## config.mk

```make
export PLATFORM = sky130hd
export DESIGN_NAME = iova_walker
export DESIGN_NICKNAME = d
export VERILOG_FILES = /design/src/rtl/iova_walker.sv
export SDC_FILE = /design/constraint.sdc
export NUM_CORES = 1
export LEC_CHECK = 0
export BUFFER_PORTS_ARGS = -buffer_cell sky130_fd_sc_hd__buf_2
export CAP_MARGIN = 20
export CORE_MARGIN = 2
export CORE_UTILIZATION = 39
export DETAILED_ROUTE_END_ITERATION = 10
export PLACE_DENSITY = 0.75
export SLEW_MARGIN = 10
export SYNTH_ARGS = -nofsm -noshare
export SYNTH_HDL_FRONTEND = slang
export SYNTH_SLANG_ARGS = --single-unit
export TNS_END_PERCENT = 10
```

## constraint.sdc

```tcl
create_clock -name clk -period 3.4 [get_ports clk]
set_input_delay 0.68 -clock clk [delete_from_list [all_inputs] [get_ports clk]]
set_output_delay 0.68 -clock clk [all_outputs]
set_load 0.005 [all_outputs]
```

## src/rtl/iova_walker.sv

```systemverilog
module iova_walker #(
  parameter int NMASTER = 6,
  localparam int MW = (NMASTER > 1) ? $clog2(NMASTER) : 1
) (
  input  logic               clk,
  input  logic               rst_n,
  input  logic               xlat_en,
  input  logic [31:0]        dir_base,
  input  logic               req_valid,
  output logic               req_ready,
  input  logic [31:0]        req_vaddr,
  input  logic [MW-1:0]      req_master,
  output logic               rsp_valid,
  output logic [31:0]        rsp_paddr,
  output logic [3:0]         rsp_perm,
  output logic [31:0]        rsp_status,
  output logic               mem_rd,
  output logic [31:0]        mem_addr,
  input  logic               mem_rvalid,
  input  logic [31:0]        mem_rdata,
  output logic [31:0]        err_vaddr_l1,
  output logic [31:0]        err_vaddr_l2,
  output logic [NMASTER-1:0] err_who_l1,
  output logic [NMASTER-1:0] err_who_l2
);

  typedef enum logic [2:0] {
    S_IDLE, S_L1_ISSUE, S_L1_WAIT, S_L2_ISSUE, S_L2_WAIT, S_RESP
  } state_t;

  state_t             st;
  logic [31:0]        va_q;
  logic [NMASTER-1:0] who_q;
  logic [21:0]        ptb_q;
  logic               f1_q, f2_q;

  assign req_ready = (st == S_IDLE);
  assign rsp_valid = (st == S_RESP);
  assign mem_rd    = (st == S_L1_ISSUE) || (st == S_L2_ISSUE);
  assign mem_addr  = (st == S_L1_ISSUE) ? dir_base + {18'b0, va_q[31:20], 2'b00}
                                        : {ptb_q, 10'b0} + {22'b0, va_q[19:12], 2'b00};
  assign rsp_status = ({30'b0, f2_q, f1_q} << 16)
                    | ((f1_q | f2_q) ? 32'(who_q) : 32'b0);

  always_ff @(posedge clk or negedge rst_n) begin
    if (!rst_n) begin
      st           <= S_IDLE;
      va_q         <= '0;
      who_q        <= '0;
      ptb_q        <= '0;
      f1_q         <= 1'b0;
      f2_q         <= 1'b0;
      rsp_paddr    <= '0;
      rsp_perm     <= '0;
      err_vaddr_l1 <= '0;
      err_vaddr_l2 <= '0;
      err_who_l1   <= '0;
      err_who_l2   <= '0;
    end else begin
      unique case (st)
        S_IDLE: if (req_valid) begin
          va_q  <= req_vaddr;
          who_q <= NMASTER'(1) << req_master;
          f1_q  <= 1'b0;
          f2_q  <= 1'b0;
          if (xlat_en) begin
            st <= S_L1_ISSUE;
          end else begin
            rsp_paddr <= req_vaddr;
            rsp_perm  <= '0;
            st        <= S_RESP;
          end
        end
        S_L1_ISSUE: st <= S_L1_WAIT;
        S_L1_WAIT: if (mem_rvalid) begin
          if (mem_rdata[1:0] == 2'b01) begin
            ptb_q <= mem_rdata[31:10];
            st    <= S_L2_ISSUE;
          end else begin
            f1_q         <= 1'b1;
            rsp_paddr    <= '0;
            rsp_perm     <= '0;
            err_vaddr_l1 <= va_q;
            err_who_l1   <= who_q;
            st           <= S_RESP;
          end
        end
        S_L2_ISSUE: st <= S_L2_WAIT;
        S_L2_WAIT: if (mem_rvalid) begin
          if (mem_rdata[1]) begin
            rsp_paddr <= {mem_rdata[31:12], va_q[11:0]};
            rsp_perm  <= mem_rdata[7:4];
          end else begin
            f2_q         <= 1'b1;
            rsp_paddr    <= '0;
            rsp_perm     <= '0;
            err_vaddr_l2 <= va_q;
            err_who_l2   <= who_q;
          end
          st <= S_RESP;
        end
        default: st <= S_IDLE;
      endcase
    end
  end

  // a read is never issued on two consecutive cycles
  p_one_read_r8: assert property (@(posedge clk) disable iff (!rst_n)
    mem_rd |=> !mem_rd);

  // response is a single-cycle pulse and never overlaps readiness
  p_rsp_pulse_r8: assert property (@(posedge clk) disable iff (!rst_n)
    rsp_valid |=> !rsp_valid);

  p_busy_on_rsp_r8: assert property (@(posedge clk) disable iff (!rst_n)
    rsp_valid |-> !req_ready);

  // at most one level reports a fault, and a fault returns zero data
  p_fault_excl_r2: assert property (@(posedge clk) disable iff (!rst_n)
    rsp_valid |-> $onehot0(rsp_status[17:16]));

  p_fault_zero_r4: assert property (@(posedge clk) disable iff (!rst_n)
    (rsp_valid && (rsp_status[17:16] != 2'b00)) |-> (rsp_paddr == 32'b0 && rsp_perm == 4'b0));

  // a second-level fault leaves a one-hot master matching the status word
  p_err_who_r6: assert property (@(posedge clk) disable iff (!rst_n)
    (rsp_valid && rsp_status[17]) |-> ($onehot(err_who_l2) && 32'(err_who_l2) == rsp_status[15:0]));

  // no read request while idle or responding
  p_no_rd_idle_r7: assert property (@(posedge clk) disable iff (!rst_n)
    (req_ready || rsp_valid) |-> !mem_rd);

endmodule

```

## Word level (Yosys, flattened, before mapping)

Cells that the tools add are included.
W data, S select, Z words.

| word-level totals | value |
|---|---|
| register bits after elaboration | 177 |
| bits in latches | 0 |
| memory bits (writable) | 0 |
| bits in read-only memories | 0 |
| input bits | 104 |
| output and inout port bits | 179 |
| word-level logic and storage cells | 73 |
| memories | 0 |

| operators by class | value |
|---|---|
| add/sub/neg operators | 2 |
| $mul | 0 |
| div/mod/pow operators | 0 |
| magnitude comparators | 0 |
| equality and inequality tests | 12 |
| shift-type cells | 1 |
| muxes and demuxes | 29 |
| bitwise logic cells | 4 |
| reductions and logical operators | 13 |

Operators with widths:

| cell | number |
|---|---|
| $mux W32 | 7 |
| $pmux W32 S3 | 1 |
| $add A32 B10 Y32 | 1 |
| $add A32 B14 Y32 | 1 |
| $mux W4 | 6 |
| $or A18 B6 Y18 | 1 |
| $mux W3 | 5 |
| $pmux W3 S5 | 1 |
| $ne A2 B2 Y1 const B | 6 |
| $pmux W4 S3 | 1 |
| $reduce_and A3 Y1 | 4 |
| $reduce_and A4 Y1 | 2 |
| $eq A3 B2 Y1 const B | 2 |
| $eq A3 B3 Y1 const B | 2 |
| $mux W6 | 1 |
| $reduce_and A6 Y1 | 1 |
| $shl A1 B3 Y6 const A | 1 |
| $mux W1 | 5 |
| $pmux W1 S2 | 2 |
| $reduce_bool A2 Y1 | 2 |
| $eq A3 B1 Y1 const B | 1 |
| $logic_not A3 Y1 | 1 |
| $reduce_bool A3 Y1 | 1 |
| $eq A2 B1 Y1 const B | 1 |
| 4 further kinds | 5 |

## Depth between registers and ports, before layout

Gate-level depths: netlist of the first run.

| depth | value |
|---|---|
| depth after elaboration | 4 |
| depth in mapped cells | 8 |
| mapped depth without buffers | 8 |

## Worst setup path before layout of the first run

Ideal clock, no wire load.

| timing | value |
|---|---|
| kind | input port to output port |
| start | input port dir_base[2] |
| end | output port mem_addr[18] |
| arrival | 2.430 ns |
| path slack | 0.290 ns |
| stages | 8 |
| cells stage by stage | ha_1 > fa_1 > a21oi_1 > o211a_1 > o21a_4 > and4bb_2 > xnor2_1 > o21ai_0 |

| on the way | value |
|---|---|
| cells in the longest elaborated chain, start to end | 2 |

RTL lines:

| what | RTL line | source |
|---|---|---|
| from (decl) | 8 | `input logic [31:0] dir_base,` |
| $add A32 B14 Y32 | 40 | `assign mem_addr = (st == S_L1_ISSUE) ? dir_base + {18'b0, va_q[31:20], 2'b00}` |
| $mux W32 | 40 |  |
| to (decl) | 18 | `output logic [31:0] mem_addr,` |

Every way passes these cells.

## Worst setup path after layout of the first run

| timing | value |
|---|---|
| start | register va_q[20] |
| end | output port mem_addr[18] |

| on the way | value |
|---|---|
| cells in the longest elaborated chain, start to end | 2 |

RTL lines:

| what | RTL line | source |
|---|---|---|
| from (decl) | 32 | `logic [31:0] va_q;` |
| from (signal assigned) | 62 | `va_q <= req_vaddr;` |
| $add A32 B14 Y32 | 40 |  |
| $mux W32 | 40 |  |

Every way passes these cells.

==> results of run 1 <==
-- metal layers --
layer,routed length [µm],track usage [%],vias to the layer above
met5,13,0,-
met4,448,5.429,2
met3,1525,4.848,35
met2,12290,36.07,238
met1,10540,26.88,3408
li1,-,-,3195
-- metrics by stage --
step / cells / setup WS, ns / hold slack (ns)
6_report: 1340 / 0.04797 / 0.2657
2_1_floorplan: 816 / 0.2897 / 0.3844
3_3_place_gp: 1303 / -0.09329 / 0.4769
4_1_cts: 1336 / 0.01602 / 0.2839
5_1_grt: 1339 / -0.06057 / 0.2895
3_5_place_dp: 1303 / -0.1080 / 0.4806
-- power breakdown --
| group | total [mW] | internal, mW | switching, mW |
|---|---|---|---|
| Sequential | 3.71 | 3.06 | 0.647 |
| Combinational | 4.45 | 2.20 | 2.25 |
| Clock | 2.00 | 1.12 | 0.882 |
| Total | 10.2 | 6.38 | 3.78 |
-- cell usage after synthesis (10+ instances only) --
library cell | number | area (µm²)
ha_1 | 12 | 150.1
o21ai_0 | 23 | 115.1
xnor2_1 | 18 | 157.7
buf_2 | 12 | 60.06
mux2_2 | 130 | 1464
nand2_1 | 165 | 619.3
nand3_1 | 14 | 70.07
mux2i_1 | 11 | 110.1
nor2_1 | 14 | 52.55
dfrtp_1 | 177 | 4429
buf_4 | 31 | 232.7
inv_1 | 14 | 52.55
a22o_1 | 32 | 280.3
a21oi_1 | 20 | 100.1
nor2b_1 | 10 | 62.56
clkbuf_1 | 20 | 75.07
-- layout by cell type, fill, tap and decap left out, types with 3 or more instances in the layout --
master,instances
ha_4,3
and2_1,7
buf_12,3
clkbuf_16,17
nand2_1,164
inv_6,5
ha_1,8
xnor2_1,16
buf_2,253
dfrtp_1,176
buf_4,21
o21ai_0,20
o211ai_1,3
nor2_1,13
a22o_1,32
o21ai_1,11
nand4_1,4
diode_2,3
clkinv_2,3
a31oi_1,3
nor2b_1,10
o41ai_1,4
nor3_1,7
mux2_2,130
nand3_1,13
a21oi_1,19
xor2_1,6
or2_2,3
inv_1,14
mux2i_1,11
conb_1,24
-- what timing repair did --
action / CTS / global route
setup buffers: 1 / 1
pin swaps: 3 / 6
setup endpoints to repair: 10 / 24
gates resized for setup: 6 / 16
-- cell families after synthesis --
| kind of cell | Yosys count | share of synthesized area (%) |
|---|---|---|
| and+or+nand+nor | 244 | 12.94 |
| DFF | 177 | 50.50 |
| muxes | 143 | 18.20 |
| AOI/OAI and AO/OA | 106 | 8.631 |
| buffers and inverters | 85 | 5.349 |
| xor gates and xnor gates | 24 | 2.397 |
| adders and majority gates | 13 | 1.940 |
| other | 1 | 0.04275 |
-- worst max path at each step --
stage / startpoint / end / slack [ns] / cells past startpoint
3_5_place_dp: dir_base[2] / mem_addr[18] / -0.11 / 10
5_1_grt: va_q[20] / mem_addr[18] / -0.06 / 9
6_report: va_q[20] / mem_addr[18] / 0.05 / 9
3_3_place_gp: dir_base[2] / mem_addr[16] / -0.09 / 10
2_1_floorplan: dir_base[2] / mem_addr[18] / 0.29 / 8
4_1_cts: va_q[23] / mem_addr[30] / 0.02 / 9
-- state kept, by name (all words and copies together) (netlist names) --
register / flops
st: 3
va_q: 32
f2_q: 1
err_who_l2: 6
err_who_l1: 6
err_vaddr_l1: 32
who_q: 6
ptb_q: 22
rsp_paddr: 32
err_vaddr_l2: 32
f1_q: 1
rsp_perm: 4
-- worst register-to-register path, stage by stage (launching register included) --
cell and delay, ns:
dfrtp_1 0.62, mux2i_1 0.14, nor2_1 0.11, a31oi_1 0.05, nor2_1 0.13, o31a_2 0.45, buf_12 0.26, mux2_2 0.38
-- final cells by class --
cell class | instances | area (µm²) | area share [%]
diodes | 3 | 7.507 | 0.06806
clock buffers | 19 | 442.9 | 4.015
clock inverters | 13 | 145.1 | 1.316
inverters | 15 | 56.30 | 0.5104
multi-input cells | 554 | 4089 | 37.07
flip-flops and latches | 177 | 4431 | 40.17
well taps | 280 | 350.3 | 3.176
repair buffers | 279 | 1509 | 13.68
==> summary.md, run 1 <==
| Metric | Value |
|---|---|
| Outcome | complete, no violations |
| Synth Register Bits | 177 |
| Initial Util | 39.94% |
| Layout Nets | 1161 |
| Power per cell area | 921.3 mW/mm² |
| Die Ht | 154.0 µm |
| H-Tree Level Count | 4 |
| Syn avg cell area | 11.06 µm² |
| Fmax | 0.2983 GHz |
| Routability cong. | 0.8809 |
| Largest net degree at the start of global routing | 74 |
| Drt first pass iters | 4 |
| CP Launch Type | register |
| Hold Buf Count CTS | 0 |
| Slowest-stage cell, CP | dfrtp_1 |
| Post-synth ARST share | 100.0% |
| GRT Total Usage | 21.03% |
| R2R Path Start | st[1] |
| Num CTS Buffers | 17 |
| Via Count | 6878 |
| Crit path kind | register to output port |
| CP required | 2.72 ns |
| # fillers | 2028 |
| Gr ovfl total | 0 |
| Peak supply drop | 0.4875 mV |
| First-pass GRT wire length | 38860 µm |
| Critical Path Sink Type | output port |
| Fin. max-slew vios | 0 |
| Hold Path Class | input port to async pin |
| CTS Sinks | 177 |
| Headroom to the max-slew limit | 33.54% |
| Die area | 0.02371 mm² |
| Worst-margin pin slew | 0.9970 ns |
| Vias in the first global route | 6923 |
| Initial antenna violation count | 4 |
| Synthesis-to-finish area growth | 25.76% |
| Layout cell share with drive strength beyond 1 | 45.32% |
| Placed instance area | 0.01030 mm² |
| Unrepaired setup endpoints after global routing | yes |
| Crit Reg-Reg Endpoint | rsp_paddr[14] |
| CTS tree | built |
| Initial DRC count | 305 |
| Wire per inst | 18.52 µm |
| Fin util | 50.23% |
| Insertion delay to the later sink of the worst-skew pair | 0.42 ns |
| Synthesized area | 0.008771 mm² |
| CP Max Fanout | 5 |
| Drt via density | 5.133 |
| Worst r2r path cells | 7 |
| Setup Viol. Count Final | 0 |
| Drt total wl | 24820 µm |
| Worst clock skew | 0.007566 ns |
| Sum of negative setup slack | 0 ns |
| Core footprint | 0.02196 mm² |
| CP max stage delay | 0.41 ns |
| Row Count | 54 |
| CP arrival | 2.67 ns |
| Cells along the critical path | ha_2, fa_2, a21oi_4, o211a_1, o21a_4, and4bb_2, xnor2_2, o21ai_0, buf_2 |
| DRT antenna net count | 0 |
| Io pins | 283 |
| Period utilization | 98.59% |
| R2R setup slack | 1.16 ns |
| Cells after Synth | 793 |
| Hold Vio Cnt, Final | 0 |
| Port bufs | 254 |
| Ys Warns | 0 |
| Minimum clock period | 3.352 ns |
| Crit path buf inv count | 1 |
| Die X | 154.0 µm |
| Post-DP HPWL | 17880 µm |
| Leak | 5.565 nW |
| Synth unique cells | 57 |
| Sequential area share after synthesis | 50.50% |
| Number of synthesized flops with an enable pin | 0 |
| DRC Markers | 0 |
| Max-cap violations | 0 |
| Clock Tree Buf Depth | 2 |
| Final Power | 10.16 mW |
| Largest delay share family, worst path | compound AO/OA/AOI/OAI gates |
| Clk pin slew, worst setup/hold paths | 0.07 ns |
| Post-synth top flop | dfrtp_1 |
| Clock Tree Root | clkbuf_16 |
| Final instance area | 0.01103 mm² |
No activity file was read; power rests on OpenSTA's default activity.
==> run 2: changes to the inputs <==
--- a/config.mk
+++ b/config.mk
@@ -10,7 +10,7 @@
 export CORE_MARGIN = 2
 export CORE_UTILIZATION = 39
 export DETAILED_ROUTE_END_ITERATION = 10
-export PLACE_DENSITY = 0.75
+export PLACE_DENSITY_LB_ADDON = 0.08
 export SLEW_MARGIN = 10
 export SYNTH_ARGS = -nofsm -noshare
 export SYNTH_HDL_FRONTEND = slang
==> run 2 against run 1 <==
Against the previous run: critical path depth stayed put; worst setup slack improved by 0.021 ns; via count is 1.1% lower; largest cell class unchanged.
==> summary.md, run 2 (same netlist as run 1, synthesis figures left out) <==
| Metric | Value |
|---|---|
| Sw Pwr | 3.797 mW |
| Drt via density | 5.075 |
| DP Worst Slack | -0.03116 ns |
| Cells along the critical path | ha_4, fa_2, a21oi_2, o211a_1, o21a_4, and4bb_2, xnor2_1, o21ai_0, buf_2 |
| CP max stage delay | 0.44 ns |
| Insertion delay to the later sink of the worst-skew pair | 0.44 ns |
| Largest net degree at the start of global routing | 81 |
| Cell internal pwr | 6.409 mW |
| Drt total wl | 25070 µm |
| Slowest-stage cell, CP | dfrtp_1 |
| Drt first pass iters | 4 |
| Io pins | 283 |
| Crit Reg-Reg Endpoint | rsp_paddr[24] |
| Wire per inst | 18.71 µm |
| Hold Path Class | input port to async pin |
| H-Tree Level Count | 4 |
| Largest delay share family, worst path | compound AO/OA/AOI/OAI gates |
| Unrepaired setup endpoints after global routing | yes |
| Layout Nets | 1163 |
| Fin. max-slew vios | 0 |
| CP Launch Type | register |
| Fin cells | 1340 |
| R2R Path Start | st[1] |
| GRT Total Usage | 21.55% |
| Headroom to the max-slew limit | 30.57% |
| Hold Vio Cnt, Final | 0 |
| Post-DP HPWL | 18290 µm |
| DRC Markers | 0 |
| CTS tree | built |
| Multi-input logic area | 0.004113 mm² |
| Synthesis-to-finish area growth | 26.39% |
| Final WS setup | 0.06930 ns |
| First-pass GRT wire length | 39520 µm |
| Layout cell share with drive strength beyond 1 | 45.84% |
| Power per cell area | 920.6 mW/mm² |
| Clk pin slew, worst setup/hold paths | 0.07 ns |
| Leak | 5.577 nW |
| Die X | 154.0 µm |
| Hold Buf Count CTS | 0 |
| Clock Tree Buf Depth | 2 |
| Gr ovfl total | 0 |
| CTS Sinks | 177 |
| Sw frac | 37.21% |
| Row Count | 54 |
| Period utilization | 97.96% |
| Worst clock skew | 0.01347 ns |
| Vias in the first global route | 6980 |
| Core footprint | 0.02196 mm² |
| Routability cong. | 0.8103 |
| Register area | 0.004434 mm² |
| Comb power frac | 43.3% |
| Placed insts | 1306 |
| Fmax | 0.3002 GHz |
| Critical Path Sink Type | output port |
| Die Ht | 154.0 µm |
| Num CTS Buffers | 17 |
| Initial antenna violation count | 2 |
| Port bufs | 254 |
| DRT antenna net count | 0 |
| Setup Viol. Count Final | 0 |
| Die area | 0.02371 mm² |
| Hold WS | 0.2866 ns |
| Worst-margin pin slew | 1.041 ns |
| Initial DRC count | 322 |
| Leading cell types in the layout, fill and taps excluded | 253 x buf_2, 173 x dfrtp_1, 164 x nand2_1 |
| CP Max Fanout | 5 |
| Outcome | complete, no violations |
| # fillers | 2057 |
| Crit path kind | register to output port |
| R2R setup slack | 1.16 ns |
| Reg power frac | 36.3% |
| Crit path buf inv count | 1 |
| Commonest non-fill, non-tap cell in the layout | buf_2 |
| Clock Tree Root | clkbuf_16 |
| Via Count | 6801 |
| Peak supply drop | 0.3603 mV |
| Clock share of power | 20.3% |
| CP arrival | 2.65 ns |
| Worst r2r path cells | 7 |
| Max-cap violations | 0 |
| Minimum clock period | 3.331 ns |
| CP required | 2.72 ns |
| Initial Util | 39.94% |
run 2: cell types whose count changed in the layout (fill, tap and decap cells not counted), sizes merged:
cell / before / now
clkbuf: 20 / 17
clkinv: 3 / 5
buf: 278 / 281
clkinvlp: 2 / 0
inv: 21 / 22
diode: 3 / 2
run 2: timing repair:
action	in CTS	in global routing
resized for setup	4	20
setup endpoints to repair	13	18
pin swaps	2	2
buffers inserted	1	0
run 2: how the worst max path moves through the flow:
stage	from	to	slack (ns)	cells after the start
6_report	va_q[20]	mem_addr[18]	0.07	9
5_1_grt	va_q[20]	mem_addr[18]	-0.08	9
4_1_cts	va_q[23]	mem_addr[30]	0.01	9
3_5_place_dp	dir_base[2]	mem_addr[16]	-0.03	10
3_3_place_gp	dir_base[2]	mem_addr[16]	0.0002	10
2_1_floorplan	dir_base[2]	mem_addr[18]	0.29	8
run 2: power groups by stage:
stage	logic, mW	clock network (mW)	registers, mW
CTS	4.40	2.14	3.70
global route	4.93	2.23	3.85
finish	4.42	2.08	3.71
global placement	4.33	0	3.72
floorplan	2.61	0	3.62
detailed placement	4.37	0	3.73
run 2: cell type report:
class | count | area share [%]
sequential | 177 | 40.00
clock inverter | 14 | 1.738
multi-input combinational | 554 | 37.10
inverter | 15 | 0.5079
antenna | 2 | 0.04515
clock buffer | 17 | 3.837
timing repair buffer | 281 | 13.61
tap | 280 | 3.160
run 2: layer usage:
layer | vias to the layer above | routed length, µm | global-route usage [%]
met1 | 3366 | 11470 | 28.49
met4 | 0 | 370 | 5.964
met3 | 21 | 1580 | 6.032
met5 | - | 0 | 0
met2 | 202 | 11660 | 34.81
li1 | 3212 | - | -
run 2: per-stage QoR:
stage / instance area, µm² / total power [mW] / TNS, ns / utilization [%]
CTS: 10950 / 10.23 / 0 / 49.87
finish: 11090 / 10.21 / 0 / 50.48
global route: 11090 / 11.00 / -0.3507 / 50.48
floorplan: 8857 / 6.226 / 0 / -
global placement: 10310 / 8.044 / 0 / 46.96
detailed placement: 10310 / 8.095 / -0.05777 / 46.96
run 2: worst reg2reg max path: stages, from the launching register on:
cell and delay [ns]:
dfrtp_1 0.61, mux2i_1 0.13, nor2_1 0.10, a31oi_1 0.04, nor2_1 0.13, o31a_2 0.49
buf_12 0.26, mux2_2 0.36
